<file path="src/rtl/pfd_pkg.sv">
package pfd_pkg;
  localparam int OVL_CODE_W = 2;
  localparam int OVL_MAX    = 8;
  localparam int OVL_CNT_W  = $clog2(OVL_MAX + 1);

  function automatic logic [OVL_CNT_W-1:0] ovl_cycles(input logic [OVL_CODE_W-1:0] code);
    ovl_cycles = OVL_CNT_W'(1) << code;
  endfunction
endpackage

</file>
<file path="src/rtl/edge_strobe.sv">
module edge_strobe #(
  parameter int STAGES = 2
) (
  input  logic clk,
  input  logic rst,
  input  logic lvl_in,
  output logic stb
);
  logic [STAGES:0] pipe_q;

  always_ff @(posedge clk) begin
    if (rst) pipe_q <= '0;
    else     pipe_q <= {pipe_q[STAGES-1:0], lvl_in};
  end

  assign stb = pipe_q[STAGES-1] & ~pipe_q[STAGES];

  // an edge yields one event, never two in a row
  p_single_event_r3: assert property (@(posedge clk) disable iff (rst) stb |=> !stb);
endmodule

</file>
<file path="src/rtl/ref_divider.sv">
module ref_divider #(
  parameter int RATIO_W = 14
) (
  input  logic               clk,
  input  logic               rst,
  input  logic               in_stb,
  input  logic [RATIO_W-1:0] ratio,
  output logic               out_stb
);
  logic [RATIO_W-1:0] cnt_q;
  logic [RATIO_W-1:0] last;

  assign last    = (ratio == '0) ? '0 : ratio - RATIO_W'(1);
  assign out_stb = in_stb && (cnt_q >= last);

  always_ff @(posedge clk) begin
    if (rst)          cnt_q <= '0;
    else if (out_stb) cnt_q <= '0;
    else if (in_stb)  cnt_q <= cnt_q + RATIO_W'(1);
  end

  // a divided event only on an input event
  p_div_needs_input_r2: assert property (@(posedge clk) disable iff (rst) out_stb |-> in_stb);
  // count restarts after each divided event
  p_div_restart_r2: assert property (@(posedge clk) disable iff (rst) out_stb |=> cnt_q == '0);
endmodule

</file>
<file path="src/rtl/pfd_core.sv">
module pfd_core
  import pfd_pkg::*;
(
  input  logic                  clk,
  input  logic                  rst,
  input  logic                  ref_stb,
  input  logic                  fb_stb,
  input  logic [OVL_CODE_W-1:0] ovl_sel,
  output logic                  up,
  output logic                  dn,
  output logic                  clr_evt
);
  logic                 pend_up_q, pend_dn_q;
  logic [OVL_CNT_W-1:0] ovl_q;
  logic [OVL_CNT_W-1:0] lim;
  logic                 both;

  assign lim     = ovl_cycles(ovl_sel);
  assign both    = up && dn;
  assign clr_evt = both && ((ovl_q + OVL_CNT_W'(1)) >= lim);

  always_ff @(posedge clk) begin
    if (rst) begin
      up <= 1'b0; dn <= 1'b0;
      pend_up_q <= 1'b0; pend_dn_q <= 1'b0;
      ovl_q <= '0;
    end else if (clr_evt) begin
      up <= pend_up_q || ref_stb;
      dn <= pend_dn_q || fb_stb;
      pend_up_q <= 1'b0; pend_dn_q <= 1'b0;
      ovl_q <= '0;
    end else if (both) begin
      if (ref_stb) pend_up_q <= 1'b1;
      if (fb_stb)  pend_dn_q <= 1'b1;
      ovl_q <= ovl_q + OVL_CNT_W'(1);
    end else begin
      if (ref_stb) up <= 1'b1;
      if (fb_stb)  dn <= 1'b1;
      ovl_q <= '0;
    end
  end

  // up rises only from a reference event or a held one
  p_up_source_r3: assert property (@(posedge clk) disable iff (rst)
    $rose(up) |-> $past(ref_stb || pend_up_q));
  // dn rises only from a feedback event or a held one
  p_dn_source_r3: assert property (@(posedge clk) disable iff (rst)
    $rose(dn) |-> $past(fb_stb || pend_dn_q));
  // overlap never runs past the longest code
  p_overlap_bound_r4: assert property (@(posedge clk) disable iff (rst)
    both |-> ovl_q < OVL_CNT_W'(OVL_MAX));
  // a held edge is applied right after the clear
  p_pending_applied_r6: assert property (@(posedge clk) disable iff (rst)
    (clr_evt && pend_up_q) |=> up);
endmodule

</file>
<file path="src/rtl/lock_monitor.sv">
module lock_monitor
  import pfd_pkg::*;
#(
  parameter int CNT_W  = 16,
  parameter int LOCK_N = 16
) (
  input  logic                  clk,
  input  logic                  rst,
  input  logic                  up,
  input  logic                  dn,
  input  logic                  clr_evt,
  input  logic [OVL_CODE_W-1:0] ovl_sel,
  output logic                  locked
);
  localparam int LC_W = $clog2(LOCK_N + 1);
  localparam logic [CNT_W-1:0] CNT_MAX = '1;

  logic [CNT_W-1:0] uw_q, dw_q;
  logic [CNT_W:0]   uw_t, dw_t, mag, tol;
  logic [LC_W-1:0]  run_q;
  logic             pass;

  assign uw_t = {1'b0, uw_q} + (CNT_W+1)'(up);
  assign dw_t = {1'b0, dw_q} + (CNT_W+1)'(dn);
  assign mag  = (uw_t >= dw_t) ? uw_t - dw_t : dw_t - uw_t;
  assign tol  = (CNT_W+1)'(ovl_cycles(ovl_sel)) + (CNT_W+1)'(1);
  assign pass = mag <= tol;

  always_ff @(posedge clk) begin
    if (rst) begin
      uw_q <= '0; dw_q <= '0; run_q <= '0; locked <= 1'b0;
    end else if (clr_evt) begin
      uw_q <= '0; dw_q <= '0;
      if (pass) begin
        if (run_q < LC_W'(LOCK_N)) run_q <= run_q + LC_W'(1);
        locked <= (run_q + LC_W'(1)) >= LC_W'(LOCK_N);
      end else begin
        run_q  <= '0;
        locked <= 1'b0;
      end
    end else begin
      if (up && uw_q != CNT_MAX) uw_q <= uw_q + CNT_W'(1);
      if (dn && dw_q != CNT_MAX) dw_q <= dw_q + CNT_W'(1);
    end
  end

  // lock changes only at the end of a comparison
  p_lock_at_compare_r7: assert property (@(posedge clk) disable iff (rst)
    (locked != $past(locked)) |-> $past(clr_evt));
  // a failing comparison removes lock
  p_fail_unlocks_r7: assert property (@(posedge clk) disable iff (rst)
    (clr_evt && !pass) |=> !locked);
endmodule

</file>
<file path="src/rtl/pfd_antibacklash.sv">
module pfd_antibacklash
  import pfd_pkg::*;
#(
  parameter int RATIO_W     = 14,
  parameter int SYNC_STAGES = 2,
  parameter int WIDTH_CNT_W = 16,
  parameter int LOCK_N      = 16
) (
  input  logic               clk,
  input  logic               rst,
  input  logic               ref_in,
  input  logic               fb_in,
  input  logic [RATIO_W-1:0] ref_ratio,
  input  logic [1:0]         ovl_sel,
  output logic               up,
  output logic               dn,
  output logic               locked
);
  logic ref_raw_stb, ref_div_stb, fb_stb, clr_evt;

  edge_strobe #(.STAGES(SYNC_STAGES)) u_ref_edge (
    .clk(clk), .rst(rst), .lvl_in(ref_in), .stb(ref_raw_stb));

  edge_strobe #(.STAGES(SYNC_STAGES)) u_fb_edge (
    .clk(clk), .rst(rst), .lvl_in(fb_in), .stb(fb_stb));

  ref_divider #(.RATIO_W(RATIO_W)) u_ref_div (
    .clk(clk), .rst(rst), .in_stb(ref_raw_stb), .ratio(ref_ratio), .out_stb(ref_div_stb));

  pfd_core u_core (
    .clk(clk), .rst(rst), .ref_stb(ref_div_stb), .fb_stb(fb_stb),
    .ovl_sel(ovl_sel), .up(up), .dn(dn), .clr_evt(clr_evt));

  lock_monitor #(.CNT_W(WIDTH_CNT_W), .LOCK_N(LOCK_N)) u_lock (
    .clk(clk), .rst(rst), .up(up), .dn(dn), .clr_evt(clr_evt),
    .ovl_sel(ovl_sel), .locked(locked));

  // outputs idle in the cycle after reset
  p_reset_idle_r1: assert property (@(posedge clk) $past(rst) |-> (!up && !dn && !locked));
endmodule

</file>
<file path="config.mk">
export PLATFORM = sky130hd
export DESIGN_NAME = pfd_antibacklash
export DESIGN_NICKNAME = d
export VERILOG_FILES = /design/src/rtl/pfd_pkg.sv /design/src/rtl/edge_strobe.sv /design/src/rtl/ref_divider.sv /design/src/rtl/pfd_core.sv /design/src/rtl/lock_monitor.sv /design/src/rtl/pfd_antibacklash.sv
export SDC_FILE = /design/constraint.sdc
export NUM_CORES = 1
export LEC_CHECK = 0
export BUFFER_PORTS_ARGS = -buffer_cell sky130_fd_sc_hd__buf_2
export CORE_UTILIZATION = 58
export CTS_CLUSTER_SIZE = 30
export DETAILED_ROUTE_END_ITERATION = 6
export PLACE_DENSITY = 0.76
export SYNTH_ARGS = -nofsm -noshare
export SYNTH_HDL_FRONTEND = slang
export SYNTH_SLANG_ARGS = --single-unit
</file>
<file path="constraint.sdc">
create_clock -name clk -period 4.4 [get_ports clk]
set_input_delay 0.22 -clock clk [delete_from_list [all_inputs] [get_ports clk]]
set_output_delay 0.22 -clock clk [all_outputs]
set_load 0.01 [all_outputs]
</file>
## Word level (Yosys, flattened, before mapping)

Cells that the tools add are included.

| storage, ports and cells | value |
|---|---|
| register bits | 66 |
| input bits | 20 |
| output and inout port bits | 3 |
| word-level logic and storage cells | 68 |

| cells by class | value |
|---|---|
| add/sub/neg operators | 11 |
| magnitude comparators | 6 |
| equal/unequal tests | 4 |
| shifts and indexed selects | 1 |
| muxes and demuxes | 11 |
| bitwise operators | 5 |
| reductions and logical operators | 18 |

Operators with widths:

| kind | count |
|---|---|
| $add A16 B1 Y17 | 2 |
| $sub A17 B17 Y17 | 2 |
| $add A16 B1 Y16 const B | 2 |
| $ne A16 B16 Y1 const B | 2 |
| $ge A17 B17 Y1 | 1 |
| $le A17 B17 Y1 | 1 |
| $mux W17 | 1 |
| $add A14 B1 Y14 const B | 1 |
| $ge A14 B14 Y1 | 1 |
| $logic_not A14 Y1 | 1 |
| $mux W14 | 1 |
| $sub A14 B1 Y14 const B | 1 |
| $mux W5 | 2 |
| $reduce_and A2 Y1 | 5 |
| $mux W1 | 7 |
| $add A4 B1 Y5 const B | 1 |
| $add A5 B1 Y5 const B | 1 |
| $ge A5 B5 Y1 const B | 1 |
| $logic_and A1 B1 Y1 | 5 |
| $lt A5 B5 Y1 const B | 1 |
| $add A4 B1 Y4 const B | 1 |
| $ge A4 B4 Y1 | 1 |
| $ne A2 B2 Y1 const B | 2 |
| $reduce_bool A2 Y1 | 2 |
| other kinds (6) | 11 |

## Depth between registers and ports, before layout

Gate-level depths: netlist of run 1.

| depth | value |
|---|---|
| depth after elaboration | 7 |
| mapped depth | 27 |

## By module

A second synthesis of run 1 with hierarchy kept.

| second synthesis, totals | value |
|---|---|
| cells, all modules | 808 |
| area total of the unflattened synthesis | 6,261.0 sq um |

By module, submodules not included:

| module | times used | cells each | area each (sq um) | sequential area each (sq um) |
|---|---|---|---|---|
| lock_monitor | 1 | 594 | 4,399.2 | 760.7 |
| ref_divider | 1 | 153 | 1,208.7 | 280.3 |
| pfd_core | 1 | 47 | 478.0 | 160.2 |
| edge_strobe | 2 | 7 | 87.6 | 60.1 |

## Worst setup path before layout of run 1

No wires, ideal clock.

| path | value |
|---|---|
| kind | reg-to-reg |
| from | reg u_core.dn |
| to | reg u_lock.run_q[2] |
| arrival | 4.762 ns |
| required time | 4.326 ns |
| slack | -0.436 ns |
| stages on the path, launching flop included | 28 |
| buffers on the path | 1 |
| clock period less this slack | 4.836 ns |
| cell sequence | dfxtp_1 ha_1 and3_1 nand3_1 inv_1 nand4_1 or2_2 xnor2_1 inv_1 ha_1 a21oi_1 nand2_1 a21oi_1 o21ai_1 a211oi_2 buf_4 mux2i_1 xor2_1 ha_1 o21ai_0 nand2b_1 a21oi_1 nor2b_1 o22ai_1 o21ai_1 nor4_4 nand3_1 a31oi_1 |

| between the ends | value |
|---|---|
| longest elaborated chain between the ends | 6 |
| elaborated cells on any way between the ends | 11 |
| those cells by class | add/sub: 3; order compare: 2; eq/ne: 1; mux: 2; reduce/logical: 3 |

RTL lines:

| element | RTL line | source |
|---|---|---|
| start, declared | pfd_core.sv:10 | `output logic dn,` |
| start signal, assigned | pfd_core.sv:29 | `dn <= pend_dn_q \|\| fb_stb;` |
| $add A16 B1 Y17 | lock_monitor.sv:24 | `assign dw_t = {1'b0, dw_q} + (CNT_W+1)'(dn);` |
| $sub A17 B17 Y17 or $ge A17 B17 Y1 (tied branches) | lock_monitor.sv:25 | `assign mag = (uw_t >= dw_t) ? uw_t - dw_t : dw_t - uw_t;` |
| $mux W17 | lock_monitor.sv:25 |  |
| $le A17 B17 Y1 | lock_monitor.sv:27 | `assign pass = mag <= tol;` |
| $ne A2 B2 Y1 (no source line) | n/a |  |
| $reduce_and A2 Y1 (no source line) | n/a |  |
| end signal, assigned | lock_monitor.sv:35 | `if (run_q < LC_W'(LOCK_N)) run_q <= run_q + LC_W'(1);` |
| end, declared | lock_monitor.sv:20 | `logic [LC_W-1:0] run_q;` |

Parallel ways exist; a longest one is shown, timed or not.
A chain may end at the register's enable or synchronous reset.

## Final worst setup path of run 1

| path | value |
|---|---|
| from | reg u_core.dn |
| to | reg u_lock.run_q[1] |

Same word-level chain as after synthesis.

==> results of run 1 <==
[cells in the final DEF, fill, tap and decap left out, types with 34 or more instances in the layout]
cell,synthesis,routed
sky130_fd_sc_hd__a21oi_1,51,44
sky130_fd_sc_hd__buf_4,5,71
sky130_fd_sc_hd__dfxtp_1,66,57
sky130_fd_sc_hd__ha_1,67,59
sky130_fd_sc_hd__inv_1,56,53
sky130_fd_sc_hd__nand2_1,72,70
sky130_fd_sc_hd__nand3_1,38,34
sky130_fd_sc_hd__nor2_1,79,74
sky130_fd_sc_hd__o21ai_0,38,36
sky130_fd_sc_hd__xnor2_1,39,34
sky130_fd_sc_hd__xor2_1,45,43
[layout make-up]
cell class | instances | area, µm²
inverters | 56 | 212.7
clock inverters | 3 | 22.52
multi-input cells | 660 | 4745
well taps | 136 | 170.2
fillers | 820 | 3027
clock buffers | 13 | 168.9
repair buffers | 93 | 643.1
flip-flops and latches | 66 | 1335
[metrics by stage]
stage,TNS [ps],hold WS [ps]
after floorplan,0,291.6
after global placement,-185.4,415.7
after detailed placement,-702.1,444.8
after CTS,-177.6,75.09
after global routing,-1856,86.34
final,-520.1,86.06
[power groups by stage]
stage	combinational [W]	sequential, W	clock (W)
floorplan	0.000150	0.000619	0
global placement	0.000211	0.000618	0
detailed placement	0.000216	0.000618	0
CTS	0.000228	0.000605	0.000500
global route	0.000258	0.000605	0.000525
finish	0.000236	0.000604	0.000492
[sequential cells by signal (all words and copies together) (netlist names)]
signal             count
u_lock.dw_q           16
u_lock.uw_q           16
u_ref_div.cnt_q       14
u_lock.run_q           5
u_core.ovl_q           4
u_fb_edge.pipe_q       3
u_ref_edge.pipe_q      3
u_core.dn              1
u_core.pend_dn_q       1
u_core.pend_up_q       1
u_core.up              1
u_lock.locked          1
[logic make-up (layout without fill, tap and decap cells)]
logic type | after synthesis | after routing | synth area share
xor+xnor | 84 | 84 | 0.1194
mux | 7 | 7 | 0.01137
compound gates | 170 | 170 | 0.1805
other cells | 1 | 1 | 0.0006087
fa+ha+maj | 69 | 69 | 0.1426
simple gates | 329 | 329 | 0.2703
flops | 66 | 66 | 0.2145
buf+inv | 86 | 165 | 0.06072
[metal layers]
layer,part of all wire,wire (µm)
met2,0.47,7599
met3,0.039,629
met5,0,0
met1,0.46,7507
met4,0.029,474
[worst max-delay path, cell delays in order (launching register included)]
cell                       delay [ps]
sky130_fd_sc_hd__dfxtp_4          360
sky130_fd_sc_hd__ha_4             130
sky130_fd_sc_hd__and3_4           190
sky130_fd_sc_hd__nand3_2           80
sky130_fd_sc_hd__buf_4            160
sky130_fd_sc_hd__nor3_2           210
sky130_fd_sc_hd__xor2_1           330
sky130_fd_sc_hd__inv_1            130
sky130_fd_sc_hd__ha_4             190
sky130_fd_sc_hd__a21oi_1          210
sky130_fd_sc_hd__o21ai_1          150
sky130_fd_sc_hd__a211oi_2         290
sky130_fd_sc_hd__buf_4            190
sky130_fd_sc_hd__buf_4            120
sky130_fd_sc_hd__buf_4            170
sky130_fd_sc_hd__a31oi_4          100
sky130_fd_sc_hd__xor2_1           180
sky130_fd_sc_hd__ha_1             290
sky130_fd_sc_hd__nand3_1           70
sky130_fd_sc_hd__o22ai_1          150
sky130_fd_sc_hd__o21ai_1          120
sky130_fd_sc_hd__nor4_4           190
sky130_fd_sc_hd__buf_4            190
sky130_fd_sc_hd__nand3_1           80
sky130_fd_sc_hd__a31oi_1          150
[final timing paths]
check,slack [ps],end,cells after the start
worst max register to register,-110,u_lock.run_q[1],24
worst max-delay path,-110,u_lock.run_q[1],24
worst min register to register,460,u_ref_edge.pipe_q[1],1
worst min-delay path,90,u_fb_edge.pipe_q[0],2
[repair_timing]
item / 4_1_cts / 5_1_grt
resized for setup: 27 / 26
hold endpoints to repair: 0 / 0
setup buffers: 10 / 3
cloned: 1 / 0
pin swaps: 29 / 15
setup endpoints to repair: 6 / 6
==> reports/summary.md, run 1 <==
Setup violations remaining at the end of the flow were counted as 6. A synthesized cell averages 7.587 µm². Net count of the finished layout: 975. The worst setup path is launched from a flip-flop.

The detailed-placement wirelength estimate is 12470 µm. The critical path starts at u_core.dn. The remaining antenna violation count was 0; the clock latency at the later pin of the worst-skew pair was 350 ps. Counting tap cells, the placed design contains a total of 997 instances.

The run gives 0.4943 as the met2 usage in global routing. Commonest register cell after synthesis: sky130_fd_sc_hd__dfxtp_1. The headroom to the max-slew limit was 0.2406. The final clock period utilization by the worst path was 1.025. The analysis attributes to net switching a power of 0.0003749 W. Dividing the detail-routed via count by the number of cells gives 5.899.

STA puts the critical path data arrival time at 4790 ps. By instance count, the leading cell after synthesis is sky130_fd_sc_hd__nor2_1. The flow ran to the end, but the final reports show violations. The final critical-path required period was 4511 ps; the netlist area before placement was 0.006161 mm². Summed over all instances, the cell type with the most area after synthesis is sky130_fd_sc_hd__dfxtp_1. Async set or reset register ratio after synthesis: 0.

The worst setup path is captured at a flip-flop. No sink is reached through more buffers than the 2 on the longest clock path. After global routing the overflow that remains totals 0. The tools report the placeable core region as 0.01032 mm². The switching power as a share of total power came out at 0.2813. The part of the Yosys area used for sequential elements came out at 0.2145.

Top-area cell type share of the netlist area: 0.2145. At the pin with the least slew margin, the transition time is 1136 ps. The logs give 0.5968 for the initial standard-cell utilization of the core and 0.0009579 W for the design internal power. The highest clock rate is 221.7 MHz. Counting flops with a built-in enable in the synthesized netlist gives 0. 23 I/O pins were placed. The final worst setup slack is -110.7 ps, and the clock-pin transition on the worst setup and hold timing paths is 80 ps. The tools report the initial detailed-routing violation count as 424. For the met3 usage in global routing, the log shows 0.03868. TritonCTS built the clock tree. The number of maximum-capacitance violations is 0. For this run, the detailed router's first-pass iteration total came to 7. The worst path required time is 4680 ps. By count the netlist is led by 79 x sky130_fd_sc_hd__nor2_1, 72 x sky130_fd_sc_hd__nand2_1, 67 x sky130_fd_sc_hd__ha_1, 66 x sky130_fd_sc_hd__dfxtp_1, 56 x sky130_fd_sc_hd__inv_1. The tools report the hold buffer count at cts as 0. The clock share of power came out at 0.369. The number of global-route vias before repair is 5688. The checks that failed: negative setup slack. The count of standard-cell rows is 37, and the routability congestion estimate from global placement is 0.9204. The worst vdd rail ir drop is 227.5 µV, and the overall die area is 0.01104 mm². The power density over cell area is 182.7 mW/mm², and the number of slew-limit violations in the final report is 0. The total number of vias is 6058, and the largest fanout on the critical path is 10. The class of the worst hold path was in -> reg.

After routing the design area is 0.007297 mm². Most used routing layer in global routing: met2. The finished layout holds 1027 standard cells, fillers aside.

The fraction of final layout cells with drive strength greater than 1 works out to 0.2076. Final hold violation count: 0. The met1 capacity usage during global routing is 0.3948, and the number of sinks on the clock net is 66. From left edge to right edge, the die measures 105.1 µm.

For the count of mapped cells out of synthesis, the log shows 812. The tools report the buffer cell driving the clock tree root as sky130_fd_sc_hd__clkbuf_8. For this design the static power due to leakage is 3.180 nW.

From bottom edge to top edge, the die measures 105.1 µm. Entering global routing, the biggest net connects 35 pins. The antenna diode count came out at 0. The number of clock buffers added by TritonCTS is 9. The area growth from synthesis to layout works out to 18.44%. The launch point of the worst reg-to-reg path was u_core.dn. The critical path is of the reg -> reg type. Setup repair after global routing could not meet its margin everywhere.

The global-route total usage across every layer was 0.2990. Routed wire length per instance: 15.78 µm. The tools report the number of nets in the synthesized netlist as 901.

The total power came out at 0.001333 W. Counting flops and latches in the post-synthesis netlist gives 66. The remaining routing DRC violations came out at 0. The routed design has 16210 µm of wire. CTS built an H-tree with a depth of 3.

The number of antenna violations at the first check in global routing was 0. Ranked by total cell area, the synthesized netlist is headed by sky130_fd_sc_hd__dfxtp_1 21%, sky130_fd_sc_hd__ha_1 14%, sky130_fd_sc_hd__xor2_1 6.4%, sky130_fd_sc_hd__xnor2_1 5.5%, sky130_fd_sc_hd__nor2_1 4.8%. For the final database, setup skew stands at 8.533 ps. Share of total power in combinational logic: 0.177. The first global-routing pass estimated 26540 µm of wire. For the portion of total power attributed to sequential cells, the log shows 0.454.

The minimum setup slack after placement is -149.5 ps, and the total number of yosys warnings is 0. The run gives 69 as the number of distinct library cells after synthesis. Port buffering added 22 buffers. Start point of the worst hold path: fb_in. Post-route core utilization: 0.7068. The placed instances occupy a cell area of 0.006782 mm².
No activity file was read; power rests on OpenSTA's default activity.
==> run 2: changes to the inputs <==
--- a/config.mk
+++ b/config.mk
@@ -6,10 +6,13 @@
 export NUM_CORES = 1
 export LEC_CHECK = 0
 export BUFFER_PORTS_ARGS = -buffer_cell sky130_fd_sc_hd__buf_2
-export CORE_UTILIZATION = 58
+export CELL_PAD_IN_SITES_DETAIL_PLACEMENT = 1
+export CELL_PAD_IN_SITES_GLOBAL_PLACEMENT = 2
+export CORE_UTILIZATION = 34
 export CTS_CLUSTER_SIZE = 30
 export DETAILED_ROUTE_END_ITERATION = 6
-export PLACE_DENSITY = 0.76
+export PLACE_DENSITY = 0.75
+export SETUP_SLACK_MARGIN = 0.15
 export SYNTH_ARGS = -nofsm -noshare
 export SYNTH_HDL_FRONTEND = slang
 export SYNTH_SLANG_ARGS = --single-unit
==> reports/summary.md, run 2 (synthesized netlist as in run 1, its figures left out) <==
The flow ran to the end, but the final reports show violations. The checks that failed: negative setup slack. For the final-layout worst hold slack, the log shows 86.26 ps (+0.1957 ps). STA classifies the critical path endpoint as a flip-flop.

The area growth from synthesis to layout was 24.82%; the met1 capacity usage during global routing was 0.2648 (-0.1300). The final number of setup-violating endpoints was 6 (unchanged). Setup repair after global routing could not meet its margin everywhere.

The tools report the number of antenna violations at the first check in global routing as 0 (unchanged). The run gives 3 (unchanged) as the number of levels in the clock H-tree. The number of global-route vias before repair is 6464 (+14%).

Leakage power summed over all cells: 3.348 nW (+5.3%). The fraction of final layout cells with drive strength greater than 1 is 0.2240 (+0.01641). TritonCTS built the clock tree. The tools report the first-pass detailed-route iteration total as 4 (-3). Global-route wire length before repair: 31500 µm (+19%). The tools report the remaining routing DRC violations as 0 (unchanged). The buffer cell driving the clock tree root was sky130_fd_sc_hd__clkbuf_16. The hold buffer count at cts was 0 (unchanged); the initial standard-cell utilization of the core was 0.3525 (-0.2443).

For the net count of the finished layout, the log shows 999 (+2.5%). The run gives 0.5482 (+0.3075) as the headroom to the max-slew limit. Data arrival time of the critical path: 4850 ps (+60 ps). The clock-pin transition on the worst setup and hold timing paths is 60 ps (-20 ps), and the power density over cell area is 208.8 mW/mm² (+14%). The antenna diode count is 0 (unchanged). By startpoint and endpoint, the worst setup path is classified as reg -> reg. Class of the worst hold path: in -> reg.

The detailed-placement wirelength estimate was 15260 µm (+22%); the total CTS buffers was 9 (unchanged). The tools report the met3 usage in global routing as 0.03148 (-0.007196). The layer flagged by global routing as most heavily used is met2. The worst path required time is 4670 ps (about the same).

STA classifies the critical path startpoint as a flip-flop. The logs give 218.5 MHz (-1.4%) for the highest clock rate and 23 (unchanged) for the count of boundary I/O pins. The actual slew at the worst max-slew pin is 674.6 ps (-461.7 ps), and the clock tree skew after final layout is 12.11 ps (+3.578 ps). The number of sinks on the clock net came out at 66 (unchanged). Met2 usage in global routing: 0.3770 (-0.1173). The final hold violation count is 0 (unchanged).

The final critical-path required period was 4576 ps (+65.26 ps); the remaining antenna violation count was 0 (unchanged). The routed wire length per instance came out at 16.59 µm (+5.1%). Total number of vias: 6100 (+0.69%). The largest fanout on the critical path works out to 7 (-3). Final worst setup slack: -175.9 ps (-65.26 ps).

The global-route total usage across every layer is 0.2159 (-0.08313). Commonest non-fill, non-tap cell in the layout: sky130_fd_sc_hd__buf_4. The vertical die dimension was 136.6 µm (+30%).

For the number of slew-limit violations in the final report, the log shows 0 (unchanged). The worst vdd rail ir drop came out at 169.6 µV (-25%). The count of standard-cell rows was 48 (+30%); the number of buffers added on ports was 22 (unchanged). The overall die area was 0.01866 mm² (+69%).

The run gives 205 (-52%) as the initial detailed-routing violation count. For the clock latency at the later pin of the worst-skew pair, the log shows 340 ps (about the same). The number of maximum-capacitance violations is 0 (unchanged), and the x dimension of the die is 136.6 µm (+30%).

The total length of routed wires was 18910 µm (+17%); the via count normalized by instance count was 5.351 (-9.3%). The logs give -363.4 ps (-213.9 ps) for the minimum setup slack after placement and 0.9148 (-0.61%) for the routability congestion estimate from global placement. The final clock period utilization by the worst path was 1.040 (+0.01483). The top cell types in the final layout, fill and taps aside, are 93 x sky130_fd_sc_hd__buf_4, 75 x sky130_fd_sc_hd__nor2_1, 70 x sky130_fd_sc_hd__nand2_1. For the placeable core region, the log shows 0.01748 mm² (+69%). The total grt overflow is 0 (unchanged). The tools report the maximum count of clock buffers along a single path as 2 (unchanged). The largest registers in the layout are u_lock.dw_q: 16 flops, u_lock.uw_q: 16 flops, u_ref_div.cnt_q: 14 flops. The logs give 0.4400 (-0.2668) for the post-route core utilization and 35 (unchanged) for the maximum number of pins on one net before global-route repair.
## run 2: worst paths after layout
check                       from                   to  slack [ps]  cells past startpoint
max               u_lock.dw_q[8]      u_lock.run_q[1]        -180                     25
min                        fb_in  u_fb_edge.pipe_q[0]          90                      2
max reg2reg       u_lock.dw_q[8]      u_lock.run_q[1]        -180                     25
min reg2reg  u_fb_edge.pipe_q[0]  u_fb_edge.pipe_q[1]         440                      1
## run 2: critical path: stages, from the launching register on
cell and delay, ps:
sky130_fd_sc_hd__dfxtp_4 360, sky130_fd_sc_hd__and3_4 170, sky130_fd_sc_hd__nand4_1 120, sky130_fd_sc_hd__or4_4 600, sky130_fd_sc_hd__xnor2_4 220, sky130_fd_sc_hd__buf_6 130
sky130_fd_sc_hd__ha_4 200, sky130_fd_sc_hd__nand3_1 80, sky130_fd_sc_hd__nand2_1 60, sky130_fd_sc_hd__a21oi_2 130, sky130_fd_sc_hd__o21ai_1 90, sky130_fd_sc_hd__a211oi_2 220
sky130_fd_sc_hd__clkbuf_16 210, sky130_fd_sc_hd__mux2i_1 210, sky130_fd_sc_hd__ha_1 260, sky130_fd_sc_hd__nor2b_1 130, sky130_fd_sc_hd__o21ai_1 130, sky130_fd_sc_hd__nand2b_1 90
sky130_fd_sc_hd__a21oi_2 120, sky130_fd_sc_hd__nor2b_1 50, sky130_fd_sc_hd__o22ai_1 160, sky130_fd_sc_hd__o21ai_2 110, sky130_fd_sc_hd__nor4_4 200, sky130_fd_sc_hd__buf_4 210
sky130_fd_sc_hd__nand3_1 70, sky130_fd_sc_hd__a31oi_1 180
## run 2: timing repair
| action | 4_1_cts | 5_1_grt |
|---|---|---|
| endpoints found under the hold margin | 0 | 0 |
| endpoints found under the setup margin | 6 | 6 |
| setup buffers | 9 | 4 |
| pin swaps | 18 | 22 |
| resized for setup | 19 | 18 |
## run 2: cell type report
type	instances	area [µm²]
Timing Repair Buffer	117	844.6
Sequential cell	66	1339
Clock inverter	6	70.07
Fill cell	2142	9787
Clock buffer	10	239.0
Tap cell	225	281.5
Inverter	56	210.2
Multi-Input combinational cell	660	4706
## run 2: power by group
group | internal [W] | total (W) | leakage (nW) | switching, W
clock network | 0.000460 | 0.000748 | 0.154 | 0.000289
logic | 0.000115 | 0.000253 | 2.66 | 0.000138
registers | 0.000601 | 0.000604 | 0.538 | 0.00000346
total | 0.00118 | 0.00161 | 3.35 | 0.000430
## run 2: layer usage
layer / routed length (µm) / part of all wire
met5: 0 / 0
met4: 503 / 0.027
met3: 428 / 0.023
met2: 9203 / 0.49
met1: 8775 / 0.46
## run 2: through the flow
step / total power [W] / setup TNS, ps / cells / area, µm²
floorplan: 0.0007683 / 0 / 812 / 6262
global placement: 0.0008455 / -504.2 / 1111 / 7116
detailed placement: 0.0008552 / -1915 / 1111 / 7116
CTS: 0.001621 / -1148 / 1136 / 7587
global route: 0.001677 / -2517 / 1140 / 7690
finish: 0.001606 / -732.0 / 1140 / 7690
